[config.mk]
export PLATFORM = sky130hd
export DESIGN_NAME = keypad_bank_scanner
export DESIGN_NICKNAME = d
export VERILOG_FILES = /design/src/rtl/keypad_bank_scanner.sv
export SDC_FILE = /design/constraint.sdc
export NUM_CORES = 1
export LEC_CHECK = 0
export BUFFER_PORTS_ARGS = -buffer_cell sky130_fd_sc_hd__buf_2
export CAP_MARGIN = 0
export CORE_MARGIN = 1.5
export CORE_UTILIZATION = 52
export DETAILED_ROUTE_END_ITERATION = 12
export PLACE_DENSITY = 0.75
export SLEW_MARGIN = 0
export SYNTH_ARGS = -nofsm -noshare
export SYNTH_HDL_FRONTEND = slang
export SYNTH_SLANG_ARGS = --single-unit
[constraint.sdc]
create_clock -name clk -period 3 [get_ports clk]
set_input_delay 0.15 -clock clk [delete_from_list [all_inputs] [get_ports clk]]
set_output_delay 0.15 -clock clk [all_outputs]
set_load 0.03 [all_outputs]
[src/rtl/keypad_bank_scanner.sv]
module keypad_bank_scanner #(
  parameter int DRIVES = 7,
  parameter int SENSES = 8
) (
  input  logic                clk,
  input  logic                rst_n,
  input  logic                tick,
  input  logic                strap_mode,
  input  logic [SENSES-1:0]   sense_n,
  output logic [DRIVES-1:0]   drive_n,
  output logic                wake,
  output logic                key_valid,
  output logic [8:0]          key_code
);
  localparam int DW = $clog2(DRIVES);
  localparam int SW = $clog2(SENSES);
  localparam int BW = $clog2(DRIVES + 1);
  localparam int CW = BW + DW + SW;
  localparam logic [BW-1:0] GND_BANK = BW'(DRIVES);

  logic          scanning;
  logic [DW-1:0] slot;
  logic [BW-1:0] sn0_cnt, sn0_idx;
  logic [1:0]    kcnt;
  logic [DW-1:0] kdrv;
  logic [SW-1:0] ksns;
  logic [CW-1:0] prev_code;
  logic          prev_ok;

  wire [SENSES-1:0] hit = ~sense_n & {{(SENSES-1){1'b1}}, ~strap_mode};
  wire              last = (slot == DW'(DRIVES-1));

  assign wake    = !scanning && (|hit);
  assign drive_n = scanning ? ~(DRIVES'(1) << slot) : '0;

  logic [1:0]    slot_hits, nk;
  logic [SW-1:0] low_idx;
  always_comb begin
    slot_hits = 2'd0;
    low_idx   = '0;
    for (int i = SENSES-1; i >= 0; i--)
      if (hit[i]) begin
        low_idx = SW'(i);
        if (slot_hits != 2'd2) slot_hits = slot_hits + 2'd1;
      end
    nk = (kcnt + slot_hits > 2'd2 || kcnt == 2'd2) ? 2'd2 : kcnt + slot_hits;
  end

  wire           s0    = strap_mode && !sense_n[0];
  wire [BW-1:0]  n_cnt = sn0_cnt + BW'(s0);
  wire [BW-1:0]  n_idx = s0 ? BW'(slot) : sn0_idx;
  wire           first = (kcnt == 2'd0) && (slot_hits != 2'd0);
  wire [DW-1:0]  n_kdrv = first ? slot : kdrv;
  wire [SW-1:0]  n_ksns = first ? low_idx : ksns;

  logic [BW-1:0] bank;
  logic          bank_ok;
  always_comb begin
    bank = '0; bank_ok = 1'b1;
    if (strap_mode) begin
      if (n_cnt == BW'(DRIVES)) bank = GND_BANK;
      else if (n_cnt == BW'(1)) bank = n_idx;
      else bank_ok = 1'b0;
    end
  end

  wire [CW-1:0] code   = {bank, n_kdrv, n_ksns};
  wire          single = (nk == 2'd1) && bank_ok;

  always_ff @(posedge clk or negedge rst_n) begin
    if (!rst_n) begin
      scanning <= 1'b0; slot <= '0; sn0_cnt <= '0; sn0_idx <= '0;
      kcnt <= '0; kdrv <= '0; ksns <= '0;
      prev_code <= '0; prev_ok <= 1'b0; key_valid <= 1'b0; key_code <= '0;
    end else begin
      key_valid <= 1'b0;
      if (!scanning) begin
        if (|hit) begin
          scanning <= 1'b1;
          slot     <= '0;
        end
      end else if (tick) begin
        if (!last) begin
          slot <= slot + DW'(1);
          kcnt <= nk; kdrv <= n_kdrv; ksns <= n_ksns;
          sn0_cnt <= n_cnt; sn0_idx <= n_idx;
        end else begin
          slot <= '0;
          kcnt <= '0; kdrv <= '0; ksns <= '0; sn0_cnt <= '0; sn0_idx <= '0;
          prev_ok   <= single;
          prev_code <= code;
          if (single && prev_ok && code == prev_code) begin
            key_valid <= 1'b1;
            key_code  <= 9'(code);
          end
          if (nk == 2'd0) scanning <= 1'b0;
        end
      end
    end
  end


  drive_onehot_chk: assert property (@(posedge clk) disable iff (!rst_n)
    scanning |-> $countones(~drive_n) == 1);

  idle_drive_chk: assert property (@(posedge clk) disable iff (!rst_n)
    !scanning |-> drive_n == '0);

  valid_pulse_chk: assert property (@(posedge clk) disable iff (!rst_n)
    key_valid |=> !key_valid);

  valid_after_scan_chk: assert property (@(posedge clk) disable iff (!rst_n)
    $rose(key_valid) |-> $past(scanning) && $past(tick));

  wake_idle_chk: assert property (@(posedge clk) disable iff (!rst_n)
    wake |-> drive_n == '0);
endmodule

# After elaboration in Yosys (flattened, before gate mapping)
# Index checks and enable logic that the tools add are counted.
classes:
  mux: 52
  n_lt_le_gt_ge: 1
  n_reduce_logical: 18
  addsub: 10
  bitwise_logic: 4
  n_eq_ne: 14
  shifts: 1
ops:
  columns: ["operator", "n"]
  rows:
  - ["2-to-1 mux 3 bit", 22]
  - ["2-to-1 mux 2 bit", 16]
  - ["inequality test 2 bit (second input constant)", 8]
  - ["adder 2 x 1 -> 2 bit (second input constant)", 7]
  - ["2-to-1 mux 1 bit", 13]
  - ["== test 9 bit", 1]
  - ["bitwise AND 8 bit", 1]
  - ["NOT 8 bit", 1]
  - ["OR reduction 8 bit", 1]
  - ["2-to-1 mux 7 bit", 1]
  - ["NOT 7 bit", 1]
  - ["left shift 1 x 3 -> 7 bit (first input constant)", 1]
  - ["== test 3 bit (second input constant)", 2]
  - ["logical AND 1 bit", 6]
  - ["zero test 2 bit", 2]
  - ["AND reduction 2 bit", 2]
  - ["AND reduction 4 bit", 1]
  - ["nonzero test 2 bit", 2]
  - ["adder 3 x 1 -> 3 bit", 1]
  - ["adder 3 x 1 -> 3 bit (second input constant)", 1]
  - ["== test 3 x 1 -> 1 bit (second input constant)", 1]
  - ["AND reduction 3 bit", 1]
  - ["adder 2 bit", 1]
  - ["== test 2 x 1 -> 1 bit (second input constant)", 1]
  - ["5 further kinds", 6]
totals:
  ff_bits: 38
  elab_cells: 111
  output_inout_bits: 18

# Longest topological paths before layout
# Gate-level depths: netlist of the first run.
depth:
  ltp_word: 36
  mapped_depth: 19

# Worst setup path before layout of the first run
# No wires, ideal clock.
synth_path:
  path_type: "input port to flip-flop"
  from: "input port sense_n[6]"
  to: "register key_code[6]"
  arrival_ps: 3969
  n_path_buf: 1
  setup_ps: 125
  stages: 16
  setup_slack_ps: -1094
  cell_sequence: "inv_1 -> ha_1 -> and3_1 -> a211o_2 -> a221o_1 -> a31oi_1 -> nor4b_2 -> nor3_4 -> ha_1 -> o31ai_1 -> mux2i_1 -> nand3_1 -> nor4b_1 -> nand4b_1 -> buf_6 -> mux2_4"
synth_via:
  elab_chain_len: 30
  word_cells_on_any_way: 48
  classes_between: "add/sub: 7; order compare: 1; eq/ne: 8; mux: 23; bitwise: 2; reduce/logical: 7"
synth_rtl:
  columns: ["item", "line_no", "text"]
  rows:
  - ["start, declared", "9", "input logic [SENSES-1:0] sense_n,"]
  - ["NOT 8 bit *", "30", "wire [SENSES-1:0] hit = ~sense_n & {{(SENSES-1){1'b1}}, ~strap_mode};"]
  - ["bitwise AND 8 bit *", "30", null]
  - ["2-to-1 mux 2 bit", "42", "if (hit[i]) begin"]
  - ["adder 2 x 1 -> 2 bit or inequality test 2 bit (tied branches)", "44", "if (slot_hits != 2'd2) slot_hits = slot_hits + 2'd1;"]
  - ["2-to-1 mux 2 bit", "44", null]
  - ["2-to-1 mux 2 bit", "42", null]
  - ["adder 2 x 1 -> 2 bit or inequality test 2 bit (tied branches)", "44", null]
  - ["2-to-1 mux 2 bit", "44", null]
  - ["[... 14 more ...]", null, null]
  - ["> comparator 2 bit", "46", "nk = (kcnt + slot_hits > 2'd2 || kcnt == 2'd2) ? 2'd2 : kcnt + slot_hits;"]
  - ["logical OR 1 bit", "46", null]
  - ["2-to-1 mux 2 bit", "46", null]
  - ["== test 2 x 1 -> 1 bit", "68", "wire single = (nk == 2'd1) && bank_ok;"]
  - ["logical AND 1 bit", "68", null]
  - ["logical AND 1 bit", "92", "if (single && prev_ok && code == prev_code) begin"]
  - ["logical AND 1 bit *", "92", null]
  - ["AND reduction 4 bit (no source line) *", null, null]
  - ["end signal, assigned", "94", "key_code <= 9'(code);"]
  - ["end, declared", "13", "output logic [8:0] key_code"]
# Every way passes the cells marked *; elsewhere a longest branch is shown, timed or not.
# A chain may end at the register's enable or synchronous reset.

# Worst setup path in the final report of the first run
layout_path:
  from: "input port sense_n[7]"
  to: "register key_code[7]"
layout_via:
  elab_chain_len: 33
  word_cells_on_any_way: 53
  classes_between: "add/sub: 8; order compare: 1; eq/ne: 9; mux: 26; bitwise: 2; reduce/logical: 7"
layout_rtl:
  columns: ["item", "line_no"]
  rows:
  - ["NOT 8 bit *", "30"]
  - ["bitwise AND 8 bit *", "30"]
  - ["2-to-1 mux 1 bit", "42"]
  - ["adder 2 x 1 -> 2 bit or inequality test 2 bit (tied branches)", "44"]
  - ["2-to-1 mux 2 bit", "44"]
  - ["2-to-1 mux 2 bit", "42"]
  - ["adder 2 x 1 -> 2 bit or inequality test 2 bit (tied branches)", "44"]
  - ["2-to-1 mux 2 bit", "44"]
  - ["[... 17 more ...]", null]
  - ["> comparator 2 bit", "46"]
  - ["logical OR 1 bit", "46"]
  - ["2-to-1 mux 2 bit", "46"]
  - ["== test 2 x 1 -> 1 bit", "68"]
  - ["logical AND 1 bit", "68"]
  - ["logical AND 1 bit", "92"]
  - ["logical AND 1 bit *", "92"]
  - ["AND reduction 4 bit (no source line) *", null]
# Marked as above.

==> results of run 1 <==
==> timing repair <==
action,in CTS,in global routing
endpoints found under the hold margin,38,0
resized for setup,35,18
hold buffers,1,0
buffers inserted,15,7
setup endpoints to repair,26,26
pin swaps,19,16
cloned,0,0
==> synth_stat cells, drive strengths merged (3+ instances only) <==
cell type,instances,area (µm²)
xnor2,13,121.4
nand3b,5,37.54
a21oi,14,70.07
o21ai,14,70.06
o21a,3,22.52
nor4b,3,38.79
nand3,9,45.04
and2,4,26.28
ha,10,125.1
o31ai,3,22.52
xor2,3,26.28
inv,16,60.06
mux2,7,93.84
clkbuf,8,33.79
buf,4,31.27
a21boi,5,37.54
nand2b,4,25.02
nor2b,6,37.54
a31oi,4,46.29
nor2,23,88.84
nor3,6,52.55
and3,5,31.28
a22o,8,70.07
mux2i,18,180.2
a32o,3,30.03
nand2,17,63.81
dfrtp,38,950.9
==> metal layers <==
| layer | global-route usage (%) | share of wire, % |
|---|---|---|
| met1 | 34.33 | 41 |
| met2 | 47.25 | 52 |
| met3 | 3.968 | 4.7 |
| met4 | 8.730 | 2.2 |
| met5 | 0 | 0 |
==> state kept, by name (all words and copies together) (netlist names) <==
signal / cells
ksns: 3
scanning: 1
slot: 3
prev_code: 9
prev_ok: 1
kcnt: 2
sn0_idx: 3
key_valid: 1
key_code: 9
sn0_cnt: 3
kdrv: 3
==> final cells by class <==
| cell class | instances | area (µm²) |
|---|---|---|
| timing repair buffer | 92 | 688.2 |
| multi-input combinational | 221 | 1927 |
| inverter | 16 | 75.07 |
| clock inverter | 3 | 68.82 |
| fill | 352 | 1241 |
| tap | 70 | 87.58 |
| sequential | 38 | 950.9 |
| clock buffer | 5 | 68.82 |
==> per-stage QoR <==
step                total power [µW]  instance area [µm²]  util [%]  setup TNS (ns)  worst slack [ns]
global placement                2240                 3362     65.83          -16.63           -0.9519
global route                    3365                 3866     75.70          -17.25           -0.9505
detailed placement              2281                 3362     65.83          -18.61            -1.063
floorplan                       1819                 2851         -          -7.275           -0.7272
CTS                             3035                 3782     74.06          -10.05           -0.6070
finish                          3207                 3866     75.70          -13.37           -0.7712
==> cell families (layout without fill, tap and decap cells) <==
logic type | count (synthesis) | in the layout | synth area share, %
mux | 25 | 25 | 9.945
buf+inv | 28 | 116 | 4.541
simple gates | 94 | 94 | 20.03
xor+xnor | 16 | 16 | 5.359
compound gates | 76 | 76 | 21.07
flops | 38 | 38 | 34.51
fa+ha+maj | 10 | 10 | 4.541
==> how the worst max path moves through the flow <==
stage	startpoint	slack (ns)	endpoint
floorplan	sense_n[7]	-0.73	key_code[6]$_DFFE_PN0P_
global placement	sense_n[7]	-0.95	key_code[6]$_DFFE_PN0P_
detailed placement	sense_n[7]	-1.06	key_code[8]$_DFFE_PN0P_
CTS	sense_n[6]	-0.61	key_code[7]$_DFFE_PN0P_
global route	sense_n[7]	-0.95	key_code[7]$_DFFE_PN0P_
finish	sense_n[7]	-0.77	key_code[7]$_DFFE_PN0P_
==> power groups by stage <==
stage	combinational, µW	clock (µW)	sequential [µW]
final	1800	534	877
after global routing	1910	563	894
after CTS	1640	539	855
after detailed placement	1420	0	859
after global placement	1390	0	851
after floorplan	1040	0	782
==> worst max-delay path, cell delays in order <==
cell       delay, ns
buf_12          0.09
inv_12          0.03
ha_4            0.25
nor4b_4         0.33
a211o_4         0.17
a221o_1         0.17
o2111ai_2       0.16
buf_4           0.17
nor4_4          0.33
nor3_4          0.09
ha_4            0.17
nor2_1          0.12
a21oi_2         0.05
ha_2            0.21
or3_1           0.42
o311ai_2        0.13
a21oi_2         0.11
a31oi_4         0.18
nand4b_1        0.14
buf_6           0.16
mux2_4          0.29
==> impl_metrics.yaml, run 1 <==
status:
  outcome: "complete, but fails checks"
  violations: "negative setup slack"
final_layout:
  final_common_cell: "buf_4"
  n_antenna_cell: 0
  layout_common_cells: "buf_4 (54), dfrtp_1 (38), buf_2 (27), nor2_1 (22), nand2_1 (15)"
  final_nets: 396
  drive_gt1_share_pct: 42.40
  final_cells: 445
  syn_to_final_growth_pct: 40.33
route:
  drt-total-wl_mm: 7.847
  vias: 2604
  via_per_inst: 5.852
  drt-initial-drc-count: 158
  ant_nets: 0
  first_pass_iters: 4
  routedWlPerCell_um: 17.63
  drc: 0
floorplan:
  fp.dieW_um: 75.79
  ioPinCount: 30
  rows: 26
  die_area_um2: 5744
  start_util_pct: 53.94
  die_h_um: 75.79
  core_area_um2: 5107
min_path:
  min_from: "tick"
  hold_depth: 3
  hp-class: "input pin to flop"
  hold_path_end: "slot[1]$_DFFE_PN0P_"
timing:
  max-slew-margin-rel_pct: 43.12
  skew_ns: 0.009764
  setup_ws_ns: -0.7712
  setup_viol: 26
  fin_crit_sh_pct: 125.7
  period_needed_ns: 3.771
  fmax_mhz: 265.2
  worst_pin_slew_ns: 0.8532
  final_hold_viol_count: 0
  rsz0062_at_grt: "true"
  drv_slew: 0
  holdWs_ns: 0.1949
yosys:
  dominantRegCellSynth: "dfrtp_1"
  synthCells: 287
  synth_cell_type_count: 67
  ys_seq_elements: 38
  yosysSeqAreaShare_pct: 34.51
  synth_edf_count: 0
  synthArstFlopShare_pct: 100.0
  ys_warn_count: 0
  avgSynthCellArea_um2: 9.600
  syn_nets: 309
  synth_area_um2: 2755
critical_path:
  cp_max_fo: 5
  crit_type: "input pin to flop"
  worstRegToRegCells: 12
  r2r_end: "key_code[7]$_DFFE_PN0P_"
  r2r_start: "sn0_cnt[0]$_DFFE_PN0P_"
  startpoint_type: "input pin"
  cp.arrival_ns: 3.94
  crit_required_ns: 3.17
  r2r_slack_ns: -0.02
  end_kind: "flop"
power_and_ir_drop:
  p_switching_uw: 1352
  switching_share_pct: 42.16
  leakagePower_uw: 0.001815
  power_frac_seq_pct: 27.3
  ir_worst_vdd_v: 0.0004988
  powerDensity_nw_per_um2: 829.4
  p_int_uw: 1855
  power.share.clock_pct: 16.6
  combPwrFrac_pct: 56.0
global_routing:
  grt_max_degree: 39
  gr-usage-all-layers_pct: 27.06
  grt_antenna_before_repair: 0
  grt_overflow: 0
  grt_pass1_vias: 2514
  grt_first_pass_wirelength_mm: 11.65
place:
  io_buffers: 29
  dp_hpwl_mm: 4.908
  gp_congestion: 0.8695
  dpl.cell_count: 418
clocking:
  tritoncts: "done"
  cts_sinks: 38
  clockRootBuffer: "clkbuf_8"
  cts_made_buffers: 5
  clk_latency_ns: 0.29
  clk_pin_slew_worst_paths_ns: 0.08
  clock_path_buffers: 2
  htreeDepth: 2
job:
  maxCapViolCount: 0
(Power assumes the default switching activity.)
==> inputs of run 2 (changes only) <==
- CORE_MARGIN: 1.5 -> 3
- SKIP_LAST_GASP: not set -> 1
==> run 2 against run 1 <==
  * First-iteration DRC count grew 3.8%
  * Total power shrank 3.9%
  * Sequential power grew 1%
  * Critical path type unchanged
  * Core utilization grew 3.9 points
  * Highest routed layer unchanged
  * Non-clock buffer count grew 1
  * The run still ends with negative setup slack left
  * Global-route usage shrank 2.3 points
  * Critical path depth is the same
==> impl_metrics.yaml, run 2 (synthesis gave the netlist of run 1 again) <==
status:
  outcome: "complete, but fails checks"
  violations: "negative setup slack"
timing:
  setup_viol: 26
  tns_ns: -11.43
  max-slew-margin-rel_pct: 42.97
  skew_ns: 0.007689
  worst_pin_slew_ns: 0.8555
  fmax_mhz: 268.9
  setup_ws_ns: -0.7184
  final_hold_viol_count: 0
  fin_crit_sh_pct: 123.9
  rsz0062_at_grt: "true"
  period_needed_ns: 3.718
  drv_slew: 0
clocking:
  clk_latency_ns: 0.30
  htreeDepth: 2
  clockRootBuffer: "clkbuf_8"
  clock_path_buffers: 2
  tritoncts: "done"
  clk_pin_slew_worst_paths_ns: 0.08
  cts_sinks: 38
  cts_made_buffers: 5
final_layout:
  drive_gt1_share_pct: 43.09
  reg_top3: "key_code (9), prev_code (9)"
  final_nets: 397
  register_area_um2: 950.9
  fillCellCount: 296
  final_common_cell: "buf_4"
  syn_to_final_growth_pct: 41.83
  n_antenna_cell: 0
  multiInputGateArea_um2: 1983
  final_cells: 443
  layout_common_cells: "buf_4 (48), dfrtp_1 (38), buf_2 (27), nor2_1 (20), nand2_1 (17)"
floorplan:
  start_util_pct: 56.10
  fp.dieW_um: 78.79
  rows: 25
  core_area_um2: 4911
  ioPinCount: 30
  die_area_um2: 6208
  die_h_um: 78.79
route:
  drt-total-wl_mm: 7.974
  via_per_inst: 5.885
  ant_nets: 0
  drt-initial-drc-count: 164
  routedWlPerCell_um: 18.00
  drc: 0
  vias: 2607
  first_pass_iters: 4
power_and_ir_drop:
  powerDensity_nw_per_um2: 788.6
  leakagePower_uw: 0.001814
  ir_worst_vdd_v: 0.0005605
min_path:
  hold_path_end: "slot[1]$_DFFE_PN0P_"
  min_from: "tick"
  hold_depth: 3
  hp-class: "input pin to flop"
place:
  dp_hpwl_mm: 5.123
  io_buffers: 29
  gp_congestion: 0.8475
  dpl.cell_count: 413
global_routing:
  grt_overflow: 0
  gr-usage-all-layers_pct: 24.71
  grt_pass1_vias: 2507
  grt_antenna_before_repair: 0
  grt_first_pass_wirelength_mm: 12.03
  grt_max_degree: 39
critical_path:
  cp.arrival_ns: 3.90
  startpoint_type: "input pin"
  path_cells: "buf_12, inv_12, ha_4, and3_4, a211o_4, a221o_1, o2111ai_2, buf_4, nor4_4, nor3_4, ha_4, nor2_4, a21oi_2, ha_4, nand2b_4, buf_6, a211o_4, a31oi_4, nand4b_1, buf_6, mux2_4"
  r2r_slack_ns: -0.10
  end_kind: "flop"
  r2r_end: "key_code[6]$_DFFE_PN0P_"
  crit_required_ns: 3.18
  cp_max_fo: 5
  max_stage_delay_ns: 0.35
  crit_type: "input pin to flop"
  path_common_cell: "ha_4"
  r2r_start: "sn0_cnt[0]$_DFFE_PN0P_"
  crit_slowest_cell: "a211o_4"
  worstRegToRegCells: 12
job:
  maxCapViolCount: 0
[run 2: cell types whose count changed in the layout (fill, tap and decap cells not counted), sizes merged]
cell,change
buf,+1
clkbuf,+2
bufinv,-2
[run 2: power by group]
part / total [µW] / internal [µW] / switching (µW)
Clock: 371 / 186 / 185
Sequential: 889 / 660 / 229
Combinational: 1820 / 883 / 939
Total: 3080 / 1730 / 1350
[run 2: stage by stage]
stage,worst slack (ns),area [µm²],total power (µW),utilization [%],hold slack [ns]
after floorplan,-0.7272,2851,1819,-,-0.1456
after global placement,-0.9601,3343,2211,68.08,0.3097
after detailed placement,-1.120,3343,2268,68.08,0.3129
after CTS,-0.6133,3659,2790,74.50,0.1741
after global routing,-0.8415,3908,3255,79.57,0.2121
final,-0.7184,3908,3081,79.57,0.1682
[run 2: worst max-delay path by stage]
stage	start	to	slack, ns	depth (start not counted)
4_1_cts	sense_n[7]	key_code[6]$_DFFE_PN0P_	-0.61	20
2_1_floorplan	sense_n[7]	key_code[6]$_DFFE_PN0P_	-0.73	19
3_3_place_gp	sense_n[7]	key_code[6]$_DFFE_PN0P_	-0.96	19
5_1_grt	sense_n[7]	key_code[6]$_DFFE_PN0P_	-0.84	18
3_5_place_dp	sense_n[7]	key_code[7]$_DFFE_PN0P_	-1.12	20
6_report	sense_n[7]	key_code[6]$_DFFE_PN0P_	-0.72	21
[run 2: final cells by class]
type	count	area share, %
multi-input cells	221	50.75
repair buffers	93	18.51
well taps	67	2.145
flip-flops and latches	38	24.34
clock buffers	7	2.209
inverters	16	1.921
clock inverters	1	0.1281
[run 2: layer usage]
layer  vias up  global-route usage [%]  wire length [µm]
li1       1231                       -                 -
met4         0                   7.343               191
met3        20                   4.875               345
met2        78                   41.68              4063
met1      1278                   32.14              3374
met5         -                       0                 0
[run 2: critical path, delay by kind of cell]
kind | cells | cell delay [ns]
compound gates | 6 | 1.57
buf+inv | 5 | 0.56
fa+ha+maj | 3 | 0.63
mux | 1 | 0.29
simple gates | 6 | 0.67
[run 2: repair_timing]
item | CTS | global route
pin swaps | 15 | 11
buffers inserted | 29 | 10
gates resized for setup | 26 | 34
hold buffers | 1 | 0
endpoints found under the setup margin | 26 | 26
hold endpoints to repair | 30 | 0
==> inputs of run 3 (changes only) <==
- PLACE_DENSITY: 0.75 -> 0.72
- RECOVER_POWER: not set -> 50
- TNS_END_PERCENT: not set -> 10
- clock period: 3 -> 4.8 ns (I/O delays scaled with it)
==> run 3 against run 2 <==
  * The flow finishes with violations (max-capacitance violations, max-slew violations)
  * Count of clock-buffer cells in the layout stayed put
  * Combinational power is 60% lower
  * Global-route usage down 5.4 points
  * Via count decreased by 16%
  * Final area fell by 23%
  * Total power fell by 51%
  * Highest routed layer unchanged
  * Sequential share of layout area rose by 7.1 points
  * Clock power is 38% lower
  * First-iteration DRC count is 62% lower
  * Register-to-register slack improved by 1.8 ns
  * Routed wire length down 30%
  * Die area stayed put
==> impl_metrics.yaml, run 3 (synthesis gave the netlist of run 1 again) <==
status:
  outcome: "complete, but fails checks"
  violations: "max-capacitance violations, max-slew violations"
route:
  drt-initial-drc-count: 62
  first_pass_iters: 4
  routedWlPerCell_um: 14.53
  drt-total-wl_mm: 5.549
  drc: 0
  via_per_inst: 5.717
  ant_nets: 0
  vias: 2184
final_layout:
  fin_util_pct: 61.50
  n_antenna_cell: 0
  final_nets: 336
  drive_gt1_share_pct: 17.46
  layout_common_cells: "dfrtp_1 (38), nor2_1 (22), buf_2 (19), mux2i_1 (18), nand2_1 (17)"
  final_common_cell: "dfrtp_1"
  reg_top3: "key_code (9), prev_code (9)"
  syn_to_final_growth_pct: 9.628
  final_cells: 382
critical_path:
  path_common_cell: "ha_1"
  cp_max_fo: 9
  max_stage_delay_ns: 0.50
  startpoint_type: "input pin"
  crit_slowest_cell: "nor4b_2"
  r2r_start: "sn0_cnt[0]$_DFFE_PN0P_"
  crit_family: "compound AO/OA/AOI/OAI gates"
  crit_type: "input pin to flop"
  end_kind: "flop"
  path_cells: "buf_2, inv_1, ha_1, nor4b_2, a211o_2, a221o_1, o2111ai_1, o211a_1, nor3_4, ha_1, nor2_1, a21oi_1, ha_1, nand2b_1, o311ai_0, a21oi_1, a31oi_2, nand4b_1, buf_4, mux2_4"
  cp_num_cells: 20
  worstRegToRegCells: 12
  r2r_end: "key_code[6]$_DFFE_PN0P_"
  cp.arrival_ns: 4.39
  crit_buf_inv: 3
  crit_required_ns: 4.97
  r2r_slack_ns: 1.68
min_path:
  min_from: "tick"
  hp-class: "input pin to flop"
  hold_path_end: "slot[1]$_DFFE_PN0P_"
  hold_depth: 3
global_routing:
  grt_overflow: 0
  grt_first_pass_wirelength_mm: 9.494
  grt_pass1_vias: 2028
  grt_max_degree: 39
  gr-usage-all-layers_pct: 19.30
  grt_antenna_before_repair: 0
power_and_ir_drop:
  powerDensity_nw_per_um2: 498.5
  leakagePower_uw: 0.001409
  ir_worst_vdd_v: 0.0002657
timing:
  worst_pin_slew_ns: 1.974
  period_needed_ns: 4.216
  fin_crit_sh_pct: 87.84
  fmax_mhz: 237.2
  drv_slew: 39
  setup_ws_ns: 0.5837
  max-slew-margin-rel_pct: -31.57
  final_hold_viol_count: 0
  setup_viol: 0
  holdWs_ns: 0.2694
  skew_ns: 0.009678
  rsz0062_at_grt: "false"
  tns_ns: 0
clocking:
  clk_pin_slew_worst_paths_ns: 0.07
  clock_path_buffers: 2
  cts_hold_buf: 0
  cts_sinks: 38
  tritoncts: "done"
  clk_latency_ns: 0.29
  clockRootBuffer: "clkbuf_8"
  htreeDepth: 2
  postCtsSetupBuffers: 0
  cts_made_buffers: 5
  cts_resized: 0
floorplan:
  fp.dieW_um: 78.79
  die_area_um2: 6208
  die_h_um: 78.79
  core_area_um2: 4911
  start_util_pct: 56.10
  ioPinCount: 30
  rows: 25
place:
  dp_hpwl_mm: 4.106
  io_buffers: 29
  dpl.cell_count: 374
  dp_slack_ns: 0.3094
  gp_congestion: 0.8308
job:
  maxCapViolCount: 1
run 3: worst max path at each step:
| stage | startpoint | to |
|---|---|---|
| 3_5_place_dp | sense_n[6] | key_code[8]$_DFFE_PN0P_ |
| 5_1_grt | sense_n[6] | key_code[6]$_DFFE_PN0P_ |
| 3_3_place_gp | sense_n[6] | key_code[6]$_DFFE_PN0P_ |
| 6_report | sense_n[6] | key_code[6]$_DFFE_PN0P_ |
| 2_1_floorplan | sense_n[6] | key_code[6]$_DFFE_PN0P_ |
| 4_1_cts | sense_n[6] | key_code[6]$_DFFE_PN0P_ |
run 3: final cells by class:
class                   count  area, µm²
flip-flops and latches     38      950.9
clock buffers               7      86.33
well taps                  67      83.83
fillers                   446       1891
clock inverters             1      5.005
multi-input cells         221       1679
inverters                  16      60.06
repair buffers             32      155.1
run 3: per-layer routing:
| metal | vias up | routed length [µm] | GRT usage, % |
|---|---|---|---|
| met2 | 41 | 2537 | 30.31 |
| met1 | 1032 | 2738 | 26.80 |
| met3 | 4 | 228 | 4.762 |
| met4 | 0 | 44 | 4.720 |
| met5 | - | 0 | 0 |
| li1 | 1107 | - | - |
run 3: where the power goes:
part           switching, µW  leakage (µW)  internal (µW)  total (µW)
clock network            115     0.0000482            116         231
logic                    415      0.000894            315         730
registers                132      0.000466            413         544
total                    662       0.00141            844        1510
run 3: metrics by stage:
step           power, µW  cell area (µm²)
6_report            1506             3020
5_1_grt             1631             3020
4_1_cts             1514             3033
3_5_place_dp        1276             2942
3_3_place_gp        1265             2942
2_1_floorplan       1101             2755
run 3: tightest hold or removal path, cell delays in order:
cell     delay (ns)
buf_2          0.13
nand3_1        0.08
o21ai_0        0.07
